===== src/rtl/spi_port_pkg.sv =====
package spi_port_pkg;
  localparam int BYTE_W = 8;
  localparam int HALF_W = 7;

  localparam logic [1:0] ADDR_CTRL = 2'd0;
  localparam logic [1:0] ADDR_STAT = 2'd1;
  localparam logic [1:0] ADDR_DATA = 2'd2;

  localparam int C_IE   = 7;
  localparam int C_EN   = 6;
  localparam int C_MST  = 4;
  localparam int C_CPOL = 3;
  localparam int C_CPHA = 2;
  localparam logic [7:0] CTRL_MASK = 8'hDF;

  // half SCK period in system cycles
  function automatic logic [HALF_W-1:0] half_cycles(logic [1:0] rate, logic dbl);
    logic [7:0] base;
    case (rate)
      2'd0:    base = 8'd4;
      2'd1:    base = 8'd16;
      2'd2:    base = 8'd64;
      default: base = 8'd128;
    endcase
    return dbl ? {1'b0, base[7:2]} : base[7:1];
  endfunction
endpackage


===== src/rtl/spi_port_sync.sv =====
module spi_port_sync #(
  parameter int         N       = 3,
  parameter logic [N-1:0] RST_VAL = '0
) (
  input  logic         clk_i,
  input  logic         rst_ni,
  input  logic [N-1:0] d_i,
  output logic [N-1:0] q_o
);
  logic [N-1:0] meta_q, sync_q;

  always_ff @(posedge clk_i or negedge rst_ni) begin
    if (!rst_ni) begin
      meta_q <= RST_VAL;
      sync_q <= RST_VAL;
    end else begin
      meta_q <= d_i;
      sync_q <= meta_q;
    end
  end

  assign q_o = sync_q;
endmodule


===== src/rtl/spi_port_clkgen.sv =====
module spi_port_clkgen #(
  parameter int HALF_W = 7
) (
  input  logic              clk_i,
  input  logic              rst_ni,
  input  logic              run_i,
  input  logic              cpol_i,
  input  logic [HALF_W-1:0] half_i,
  output logic              tick_o,
  output logic              sck_o
);
  logic [HALF_W-1:0] cnt_q;
  logic              sck_q;

  assign tick_o = run_i && (cnt_q == half_i - HALF_W'(1));

  always_ff @(posedge clk_i or negedge rst_ni) begin
    if (!rst_ni) begin
      cnt_q <= '0;
      sck_q <= 1'b0;
    end else if (!run_i) begin
      cnt_q <= '0;
      sck_q <= cpol_i;
    end else if (tick_o) begin
      cnt_q <= '0;
      sck_q <= ~sck_q;
    end else begin
      cnt_q <= cnt_q + HALF_W'(1);
    end
  end

  assign sck_o = sck_q;

  a_r10_tick_spacing: assert property (@(posedge clk_i) disable iff (!rst_ni)
    (tick_o && half_i > HALF_W'(1) && $stable(half_i)) |=> !tick_o);
endmodule


===== src/rtl/spi_port_shift.sv =====
module spi_port_shift #(
  parameter int DW = 8
) (
  input  logic          clk_i,
  input  logic          rst_ni,
  input  logic          cpha_i,
  input  logic          load_i,
  input  logic          start_i,
  input  logic [DW-1:0] load_data_i,
  input  logic          edge_i,
  input  logic          abort_i,
  input  logic          sdi_i,
  output logic          sdo_o,
  output logic          run_o,
  output logic          mid_o,
  output logic          done_o,
  output logic [DW-1:0] rx_o
);
  localparam int        KW   = $clog2(2 * DW);
  localparam logic [KW-1:0] LAST = KW'(2 * DW - 1);

  logic [DW-1:0] tx_q, rx_q, buf_q;
  logic [KW-1:0] k_q;
  logic          run_q;
  logic          sample_edge, shift_edge;

  assign sample_edge = (k_q[0] == cpha_i);
  assign shift_edge  = !sample_edge && (k_q != '0);
  assign done_o      = edge_i && !abort_i && (k_q == LAST);

  always_ff @(posedge clk_i or negedge rst_ni) begin
    if (!rst_ni) begin
      tx_q  <= '0;
      rx_q  <= '0;
      buf_q <= '0;
      k_q   <= '0;
      run_q <= 1'b0;
    end else if (abort_i) begin
      k_q   <= '0;
      rx_q  <= '0;
      run_q <= 1'b0;
    end else if (load_i) begin
      tx_q  <= load_data_i;
      k_q   <= '0;
      run_q <= start_i;
    end else if (edge_i) begin
      if (sample_edge) rx_q <= {rx_q[DW-2:0], sdi_i};
      else if (shift_edge) tx_q <= {tx_q[DW-2:0], 1'b0};
      if (k_q == LAST) begin
        k_q   <= '0;
        run_q <= 1'b0;
        buf_q <= sample_edge ? {rx_q[DW-2:0], sdi_i} : rx_q;
      end else begin
        k_q <= k_q + KW'(1);
      end
    end
  end

  assign sdo_o = tx_q[DW-1];
  assign run_o = run_q;
  assign mid_o = (k_q != '0);
  assign rx_o  = buf_q;

  a_r12_abort_resets: assert property (@(posedge clk_i) disable iff (!rst_ni)
    abort_i |=> (k_q == '0 && !run_q));
endmodule


===== src/rtl/spi_port.sv =====
module spi_port
  import spi_port_pkg::*;
(
  input  logic       clk_i,
  input  logic       rst_ni,
  input  logic [1:0] addr_i,
  input  logic       wr_en_i,
  input  logic       rd_en_i,
  input  logic [7:0] wdata_i,
  output logic [7:0] rdata_o,
  input  logic       gie_i,
  input  logic       irq_ack_i,
  output logic       irq_o,
  input  logic       sck_i,
  output logic       sck_o,
  input  logic       mosi_i,
  output logic       mosi_o,
  input  logic       miso_i,
  output logic       miso_o,
  input  logic       ss_ni
);
  logic [7:0] ctrl_q;
  logic       dbl_q, done_q, wcol_q, arm_q;
  logic       en, mst, cpol, cpha;
  logic [HALF_W-1:0] half;

  logic [2:0] pins_s;
  logic       sck_s, mosi_s, ss_s, sck_prev_q;
  logic       tick, sck_gen, sdo, run, mid, done_pulse;
  logic [BYTE_W-1:0] rx_byte;
  logic       busy, edge_any, abort, ss_fault;
  logic       data_wr, data_rd, data_acc, stat_rd, load;
  logic       set_done, set_wcol, clr_flags;

  assign en   = ctrl_q[C_EN];
  assign mst  = ctrl_q[C_MST];
  assign cpol = ctrl_q[C_CPOL];
  assign cpha = ctrl_q[C_CPHA];
  assign half = half_cycles(ctrl_q[1:0], dbl_q);

  spi_port_sync #(.N(3), .RST_VAL(3'b100)) u_sync (
    .clk_i (clk_i),
    .rst_ni(rst_ni),
    .d_i   ({ss_ni, mosi_i, sck_i}),
    .q_o   (pins_s)
  );
  assign {ss_s, mosi_s, sck_s} = pins_s;

  always_ff @(posedge clk_i or negedge rst_ni) begin
    if (!rst_ni) sck_prev_q <= 1'b0;
    else         sck_prev_q <= sck_s;
  end

  spi_port_clkgen #(.HALF_W(HALF_W)) u_clkgen (
    .clk_i (clk_i),
    .rst_ni(rst_ni),
    .run_i (run),
    .cpol_i(cpol),
    .half_i(half),
    .tick_o(tick),
    .sck_o (sck_gen)
  );

  assign busy     = mst ? run : mid;
  assign ss_fault = en && mst && !ss_s;
  assign abort    = !en || ss_fault || (!mst && ss_s && mid);
  assign edge_any = mst ? tick : (en && !ss_s && (sck_s ^ sck_prev_q));

  assign data_wr  = wr_en_i && addr_i == ADDR_DATA;
  assign data_rd  = rd_en_i && addr_i == ADDR_DATA;
  assign data_acc = data_wr || data_rd;
  assign stat_rd  = rd_en_i && addr_i == ADDR_STAT;
  assign load     = data_wr && en && !busy;

  spi_port_shift #(.DW(BYTE_W)) u_shift (
    .clk_i      (clk_i),
    .rst_ni     (rst_ni),
    .cpha_i     (cpha),
    .load_i     (load),
    .start_i    (mst),
    .load_data_i(wdata_i),
    .edge_i     (edge_any),
    .abort_i    (abort),
    .sdi_i      (mst ? miso_i : mosi_s),
    .sdo_o      (sdo),
    .run_o      (run),
    .mid_o      (mid),
    .done_o     (done_pulse),
    .rx_o       (rx_byte)
  );

  assign set_done  = done_pulse || ss_fault;
  assign set_wcol  = data_wr && busy;
  assign clr_flags = data_acc && arm_q;

  always_ff @(posedge clk_i or negedge rst_ni) begin
    if (!rst_ni) begin
      ctrl_q <= '0;
      dbl_q  <= 1'b0;
      done_q <= 1'b0;
      wcol_q <= 1'b0;
      arm_q  <= 1'b0;
    end else begin
      if (wr_en_i && addr_i == ADDR_CTRL) ctrl_q <= wdata_i & CTRL_MASK;
      if (wr_en_i && addr_i == ADDR_STAT) dbl_q  <= wdata_i[0];

      if (set_done)                    done_q <= 1'b1;
      else if (clr_flags || irq_ack_i) done_q <= 1'b0;

      if (set_wcol)       wcol_q <= 1'b1;
      else if (clr_flags) wcol_q <= 1'b0;

      if (stat_rd)       arm_q <= done_q || wcol_q;
      else if (data_acc) arm_q <= 1'b0;
    end
  end

  always_comb begin
    case (addr_i)
      ADDR_CTRL: rdata_o = ctrl_q;
      ADDR_STAT: rdata_o = {done_q, wcol_q, 5'b0, dbl_q};
      ADDR_DATA: rdata_o = rx_byte;
      default:   rdata_o = '0;
    endcase
  end

  assign irq_o  = done_q && ctrl_q[C_IE] && gie_i;
  assign sck_o  = sck_gen;
  assign mosi_o = en && mst && sdo;
  assign miso_o = en && !mst && !ss_s && sdo;

  a_r1_done_follows_byte: assert property (@(posedge clk_i) disable iff (!rst_ni)
    done_pulse |=> done_q);
  a_r4_ack_clears: assert property (@(posedge clk_i) disable iff (!rst_ni)
    (irq_ack_i && !set_done) |=> !done_q);
  a_r6_wcol_on_busy: assert property (@(posedge clk_i) disable iff (!rst_ni)
    (data_wr && busy) |=> wcol_q);
  a_r5_clear_pair: assert property (@(posedge clk_i) disable iff (!rst_ni)
    (data_acc && arm_q && !set_done && !set_wcol) |=> (!done_q && !wcol_q));
  a_r9_idle_level: assert property (@(posedge clk_i) disable iff (!rst_ni)
    (!run && $past(!run) && $stable(cpol)) |-> (sck_o == cpol));
endmodule


===== config.mk =====
export PLATFORM = sky130hd
export DESIGN_NAME = spi_port
export DESIGN_NICKNAME = d
export VERILOG_FILES = /design/src/rtl/spi_port_pkg.sv /design/src/rtl/spi_port_sync.sv /design/src/rtl/spi_port_clkgen.sv /design/src/rtl/spi_port_shift.sv /design/src/rtl/spi_port.sv
export SDC_FILE = /design/constraint.sdc
export NUM_CORES = 1
export LEC_CHECK = 0
export CORE_UTILIZATION = 48
export DETAILED_ROUTE_END_ITERATION = 10
export DONT_BUFFER_PORTS = 1
export PLACE_DENSITY = 0.61
export SYNTH_ARGS = -nofsm -noshare
export SYNTH_HDL_FRONTEND = slang
export SYNTH_SLANG_ARGS = --single-unit

===== constraint.sdc =====
create_clock -name clk_i -period 3 [get_ports clk_i]
set_clock_uncertainty 0.05 [all_clocks]
set_input_delay 0.15 -clock clk_i [delete_from_list [all_inputs] [get_ports clk_i]]
set_output_delay 0.15 -clock clk_i [all_outputs]
set_load 0.005 [all_outputs]

Word-level counts from Yosys, hierarchy flattened
Cells that the tools add are included.
{"block": "classes", "n_addsub": 3, "eq_ne": 10, "n_mux": 32, "bitwise_logic": 4, "n_reduce_logical": 52}
{"cell": "2-to-1 mux 8 bit", "count": 8}
{"cell": "one-hot mux 8 bit (3 select lines)", "count": 2}
{"cell": "logical AND 1 bit", "count": 25}
{"cell": "2-to-1 mux 7 bit", "count": 3}
{"cell": "2-to-1 mux 4 bit", "count": 4}
{"cell": "2-to-1 mux 1 bit", "count": 15}
{"cell": "nonzero test 2 bit", "count": 6}
{"cell": "AND reduction 4 bit", "count": 2}
{"cell": "adder 7 x 1 -> 7 bit, second input constant", "count": 1}
{"cell": "== test 7 bit", "count": 1}
{"cell": "subtractor 7 x 1 -> 7 bit, second input constant", "count": 1}
{"cell": "zero test 1 bit", "count": 6}
{"cell": "logical OR 1 bit", "count": 6}
{"cell": "nonzero test 3 bit", "count": 2}
{"cell": "adder 4 x 1 -> 4 bit, second input constant", "count": 1}
{"cell": "== test 2 x 1 -> 1 bit, second input constant", "count": 2}
{"cell": "== test 2 bit, second input constant", "count": 2}
{"cell": "== test 4 bit, second input constant", "count": 1}
{"cell": "zero test 2 bit", "count": 2}
{"cell": "inequality test 2 bit, second input constant", "count": 2}
{"cell": "AND reduction 2 bit", "count": 2}
{"cell": "nonzero test 4 bit", "count": 1}
{"cell": "NOT 1 bit", "count": 3}
{"cell": "inequality test 2 x 1 -> 1 bit, second input constant", "count": 1}
{"cell": "other kinds (2)", "count": 2}
{"block": "totals", "register_bits": 55, "input_bits": 20, "out_inout_bits": 12, "wordCells": 116}

Logic depth before layout (Yosys ltp)
{"block": "logic_depth", "depth_word": 11, "ltp_mapped": 9}

Hierarchy
Synthesis repeated with hierarchy kept, for this count alone.
{"block": "unflattened", "cells_unflattened": 258, "area_unflattened_um2": 2914.0}
{"module": "spi_port_shift", "n_inst": 1, "cells_each": 108, "area_per_inst_um2": 1428.9}
{"module": "spi_port", "n_inst": 1, "cells_each": 83, "area_per_inst_um2": 782.0}
{"module": "spi_port_clkgen", "n_inst": 1, "cells_each": 61, "area_per_inst_um2": 550.5}
{"module": "spi_port_sync", "n_inst": 1, "cells_each": 6, "area_per_inst_um2": 152.6}

Worst setup path after synthesis
No wires, ideal clock.
{"block": "synth_path", "path_type": "flip-flop to flip-flop", "startpoint": "register ctrl_q[0]", "endpoint": "register u_shift.buf_q[0] (netlist: u_shift.rx_o[0])", "setup_time_ns": 0.125, "arrival_ns": 2.223, "required_ns": 2.825, "path_slack_ns": 0.603, "path_stages_with_launch": 7, "synth_period_minus_slack_ns": 2.397, "path_cell_list": "dfrtp_1 -> and2b_1 -> o21ai_1 -> a2111oi_4 -> o2111ai_4 -> a211oi_4 -> mux2_2"}
{"block": "synth_between", "elab_chain_len": 8}
{"item": "start, declared", "line_no": "spi_port.sv:22", "source": "logic [7:0] ctrl_q;"}
{"item": "start signal, assigned", "line_no": "spi_port.sv:104", "source": "if (wr_en_i && addr_i == ADDR_CTRL) ctrl_q <= wdata_i & CTRL_MASK;"}
{"item": "== test 2 bit (tied with other cells)", "line_no": "spi_port_pkg.sv:19", "source": "case (rate)"}
{"item": "one-hot mux 8 bit (3 select lines) *", "line_no": "spi_port_pkg.sv:19"}
{"item": "2-to-1 mux 7 bit *", "line_no": "spi_port_pkg.sv:25", "source": "return dbl ? {1'b0, base[7:2]} : base[7:1];"}
{"item": "subtractor 7 x 1 -> 7 bit *", "line_no": "spi_port_clkgen.sv:15", "source": "assign tick_o = run_i && (cnt_q == half_i - HALF_W'(1));"}
{"item": "== test 7 bit *", "line_no": "spi_port_clkgen.sv:15"}
{"item": "logical AND 1 bit *", "line_no": "spi_port_clkgen.sv:15"}
{"item": "2-to-1 mux 1 bit *", "line_no": "spi_port.sv:67", "source": "assign edge_any = mst ? tick : (en && !ss_s && (sck_s ^ sck_prev_q));"}
{"item": "AND reduction 4 bit (no line) *"}
{"item": "end signal, assigned", "line_no": "spi_port_shift.sv:52", "source": "buf_q <= sample_edge ? {rx_q[DW-2:0], sdi_i} : rx_q;"}
{"item": "end, declared", "line_no": "spi_port_shift.sv:22", "source": "logic [DW-1:0] tx_q, rx_q, buf_q;"}
Mark *: on every way between the ends. The rest lies on a longest branch, timed or not.
A chain may end at the register's enable or synchronous reset.

Final worst setup path
{"block": "layout_path", "startpoint": "register ctrl_q[0]", "endpoint": "register u_shift.buf_q[4] (netlist: u_shift.rx_o[4])"}
Same word-level chain as after synthesis.

==> out/summary.json <==
{
  "status": "complete, no violations",
  "finalSetupViolCount": 0,
  "critical_path_type": "reg2reg",
  "grt_antenna_before_repair": 1,
  "crit_buf_inv": 0,
  "final_antenna_net_count": 0,
  "synth_nets": 283,
  "post_cts.resized_instances": 0,
  "floorplan.rows": 27,
  "num_clock_sinks": 55,
  "r2r-start": "ctrl_q[0]",
  "count_of_input_and_output_buffers": 0,
  "ys_ff_latch": 55,
  "fin_crit_ns": 2.66,
  "worst_skew_pair_latency_ns": 0.31,
  "clock_tree.root_cell": "sky130_fd_sc_hd__clkbuf_8",
  "capture_endpoint_of_the_worst_hold_path": "arm_q",
  "timing.critical_path.required_ns": 3.15,
  "post_dp_cell_area_mm2": 0.00295,
  "synthesis.instances": 260,
  "wl_per_cell_um": 16.8,
  "worst_path_dominant_cell_family": "compound AO/OA/AOI/OAI gates",
  "finalWeightedCongestion": 0.850,
  "wirelength_um": 5940,
  "groute.usage.overall": 0.208,
  "synth.cell_area_mm2": 0.00284,
  "tritoncts_clock_tree": "yes",
  "worstPathArrival_ns": 2.81,
  "top_level_ports": 32,
  "holdCritStartpoint": "rd_en_i",
  "crit_path_max_incr_delay_ns": 0.56,
  "rsz0062_at_grt": "false",
  "first_pass_iters": 4,
  "layout_commonest_cell": "sky130_fd_sc_hd__dfrtp_1",
  "finalMaxSlewViolations": 0,
  "total_congestion_overflow_after_global_routing": 0,
  "power_density_mw_per_mm2": 573,
  "synth-seq-area-share": 0.485,
  "p_leak_uw": 0.00144,
  "number_of_global_route_vias_before_repair": 1928,
  "hold_path_class": "in2reg",
  "clock_slew_at_reported_path_ffs_ns": 0.10,
  "cts_max_level": 2,
  "worst-r2r-setup-slack_ns": 0.34,
  "vdd.ir_drop.worst_uv": 308,
  "finalSetupTns_ns": 0,
  "slew_headroom": 0.422,
  "synth_cell_type_count": 48,
  "final_core_util": 0.579,
  "r2r_worst_path_depth": 6,
  "core_area_mm2": 0.00561,
  "post_route_cells_drive_above_1_share": 0.161,
  "fmaxAchievable_mhz": 376,
  "fin_crit_sh": 0.887,
  "timing.critical_path.cells": "and2b_1, o21ai_1, a2111oi_4, o2111ai_4, a211oi_4, mux2_2",
  "nature_of_the_critical_path_startpoint": "register",
  "numCtsBuffers": 5,
  "grt_start_max_net_pins": 56,
  "via_per_inst": 5.66,
  "synth-edff-count": 0,
  "num_vias": 1997,
  "die_w_um": 79.0,
  "worst_setup_path_end_kind": "register",
  "post_route_cell_area_mm2": 0.00325,
  "detail_route.drc_violations": 0,
  "initial_util": 0.507,
  "postSynth.asyncResetShare": 1.00,
  "report.final.hold_viol_count": 0,
  "finish.net_count": 302,
  "drv.max_cap_violation_count": 0,
  "yosys_warnings": 0,
  "critical_path.reg2reg.endpoint": "u_shift.rx_o[4]",
  "layout.cells.most_common_list": "sky130_fd_sc_hd__dfrtp_1, sky130_fd_sc_hd__nand2_1, sky130_fd_sc_hd__mux2_2, sky130_fd_sc_hd__mux2i_1, sky130_fd_sc_hd__nor2_1",
  "dieHeight_um": 79.0,
  "min_path_cells": 3,
  "areaGrowthSynthToFinish_pct": 14.3,
  "max_fo_critical_path": 9,
  "timing.critical_path.slowest_stage_cell": "sky130_fd_sc_hd__a211oi_4",
  "worstMarginPinSlew_ns": 0.859,
  "clockBufferDepth": 2,
  "synth-main-ff-cell": "sky130_fd_sc_hd__dfrtp_1",
  "grt_pass1_wl_um": 9850,
  "drtIter0Drc": 149,
  "fp.dieArea_mm2": 0.00624,
  "post-dp-hpwl_um": 4230,
  "postSynthAreaPerCell_um2": 10.9
}
==> synthesized netlist by cell type (2+ instances only) <==
cell type / n / share of area
sky130_fd_sc_hd__dfstp_2: 2 / 0.018
sky130_fd_sc_hd__o2111ai_1: 2 / 0.0062
sky130_fd_sc_hd__a21boi_0: 2 / 0.0053
sky130_fd_sc_hd__dfrtp_1: 53 / 0.47
sky130_fd_sc_hd__a21oi_1: 6 / 0.011
sky130_fd_sc_hd__and2b_1: 2 / 0.0053
sky130_fd_sc_hd__inv_1: 5 / 0.0066
sky130_fd_sc_hd__o21ai_0: 10 / 0.018
sky130_fd_sc_hd__ha_1: 3 / 0.013
sky130_fd_sc_hd__xor2_1: 4 / 0.012
sky130_fd_sc_hd__nor3b_1: 2 / 0.0053
sky130_fd_sc_hd__mux2i_1: 18 / 0.063
sky130_fd_sc_hd__xnor2_1: 6 / 0.018
sky130_fd_sc_hd__nand2_1: 27 / 0.036
sky130_fd_sc_hd__o211ai_1: 3 / 0.0079
sky130_fd_sc_hd__nand2b_1: 6 / 0.013
sky130_fd_sc_hd__nand3_1: 7 / 0.012
sky130_fd_sc_hd__and2_1: 9 / 0.020
sky130_fd_sc_hd__a221o_1: 7 / 0.025
sky130_fd_sc_hd__clkbuf_1: 7 / 0.0092
sky130_fd_sc_hd__nor4b_1: 2 / 0.0062
sky130_fd_sc_hd__nor3_1: 3 / 0.0053
sky130_fd_sc_hd__buf_2: 2 / 0.0035
sky130_fd_sc_hd__nor2b_1: 4 / 0.0088
sky130_fd_sc_hd__nor2_1: 17 / 0.022
sky130_fd_sc_hd__mux2_2: 23 / 0.091
sky130_fd_sc_hd__o31ai_1: 3 / 0.0079
sky130_fd_sc_hd__and3_1: 5 / 0.011
==> through the flow <==
stage | setup slack, ns | instances | power [uW] | hold slack (ns)
after floorplan | 0.603 | 260 | 1190 | -0.196
after global placement | 0.383 | 329 | 1260 | -0.194
after detailed placement | 0.338 | 329 | 1270 | -0.194
after CTS | 0.328 | 352 | 1870 | 0.000700
after global routing | 0.185 | 353 | 1960 | 0.00992
final | 0.340 | 353 | 1860 | 0.00128
==> routing by layer <==
metal,track usage,up-vias,share of wire
met4,0.0691,0,0.017
met5,0,-,0
met1,0.287,977,0.47
li1,-,973,-
met2,0.321,38,0.48
met3,0.0471,9,0.040
==> worst reg2reg max path, delay by kind of cell (launching register included) <==
kind            cells  cell delay (ns)
simple gates        1             0.27
flops               1             0.43
mux                 1             0.40
compound gates      4             1.41
==> final cells by class <==
class	instances	area, um^2
Fill cell	516	2360
Tap cell	72	90.1
Clock inverter	2	60.1
Inverter	5	18.8
Timing Repair Buffer	22	220
Antenna cell	1	2.50
Clock buffer	6	72.6
Sequential cell	55	1380
Multi-Input combinational cell	190	1410
==> report_power, final <==
part | internal [uW] | leakage (uW) | switching [uW]
Sequential | 837 | 0.000713 | 103
Clock | 334 | 0.0000654 | 236
Combinational | 175 | 0.000657 | 177
Total | 1350 | 0.00144 | 516
==> sequential cells by signal (all words and copies together) (netlist names), 3 cells and up <==
signal          count
u_shift.rx_o        8
u_shift.rx_q        8
u_shift.tx_q        8
ctrl_q              7
u_clkgen.cnt_q      7
u_shift.k_q         4
u_sync.meta_q       3
u_sync.q_o          3
==> cells by family (layout without fill, tap and decap cells) <==
family | count (synthesis) | count (layout) | share of synthesized area
flip-flops | 55 | 55 | 0.485
AND/OR/NAND/NOR | 90 | 90 | 0.161
buffers and inverters | 15 | 35 | 0.0207
adder cells (fa/ha/maj) | 3 | 3 | 0.0132
AO/OA/AOI/OAI | 46 | 46 | 0.135
multiplexers | 41 | 41 | 0.154
XOR/XNOR | 10 | 10 | 0.0308
other | 0 | 1 | 0
==> what timing repair did <==
| action | 4_1_cts | 5_1_grt |
|---|---|---|
| buffers inserted | 0 | 0 |
| hold buffers | 15 | 0 |
| endpoints found under the hold margin | 70 | 0 |
| setup endpoints to repair | 0 | 0 |
==> how the worst max path moves through the flow <==
stage                     slack (ns)  depth (start not counted)       from               to
final                           0.34                          6  ctrl_q[0]  u_shift.rx_o[4]
after detailed placement        0.34                          6      dbl_q  u_shift.rx_o[4]
after floorplan                 0.60                          6  ctrl_q[0]  u_shift.rx_o[0]
after global routing            0.18                          6  ctrl_q[0]  u_shift.rx_o[4]
after CTS                       0.33                          6  ctrl_q[0]  u_shift.rx_o[4]
after global placement          0.38                          6  ctrl_q[0]  u_shift.rx_o[5]
Power figures use the tool's default switching activity.
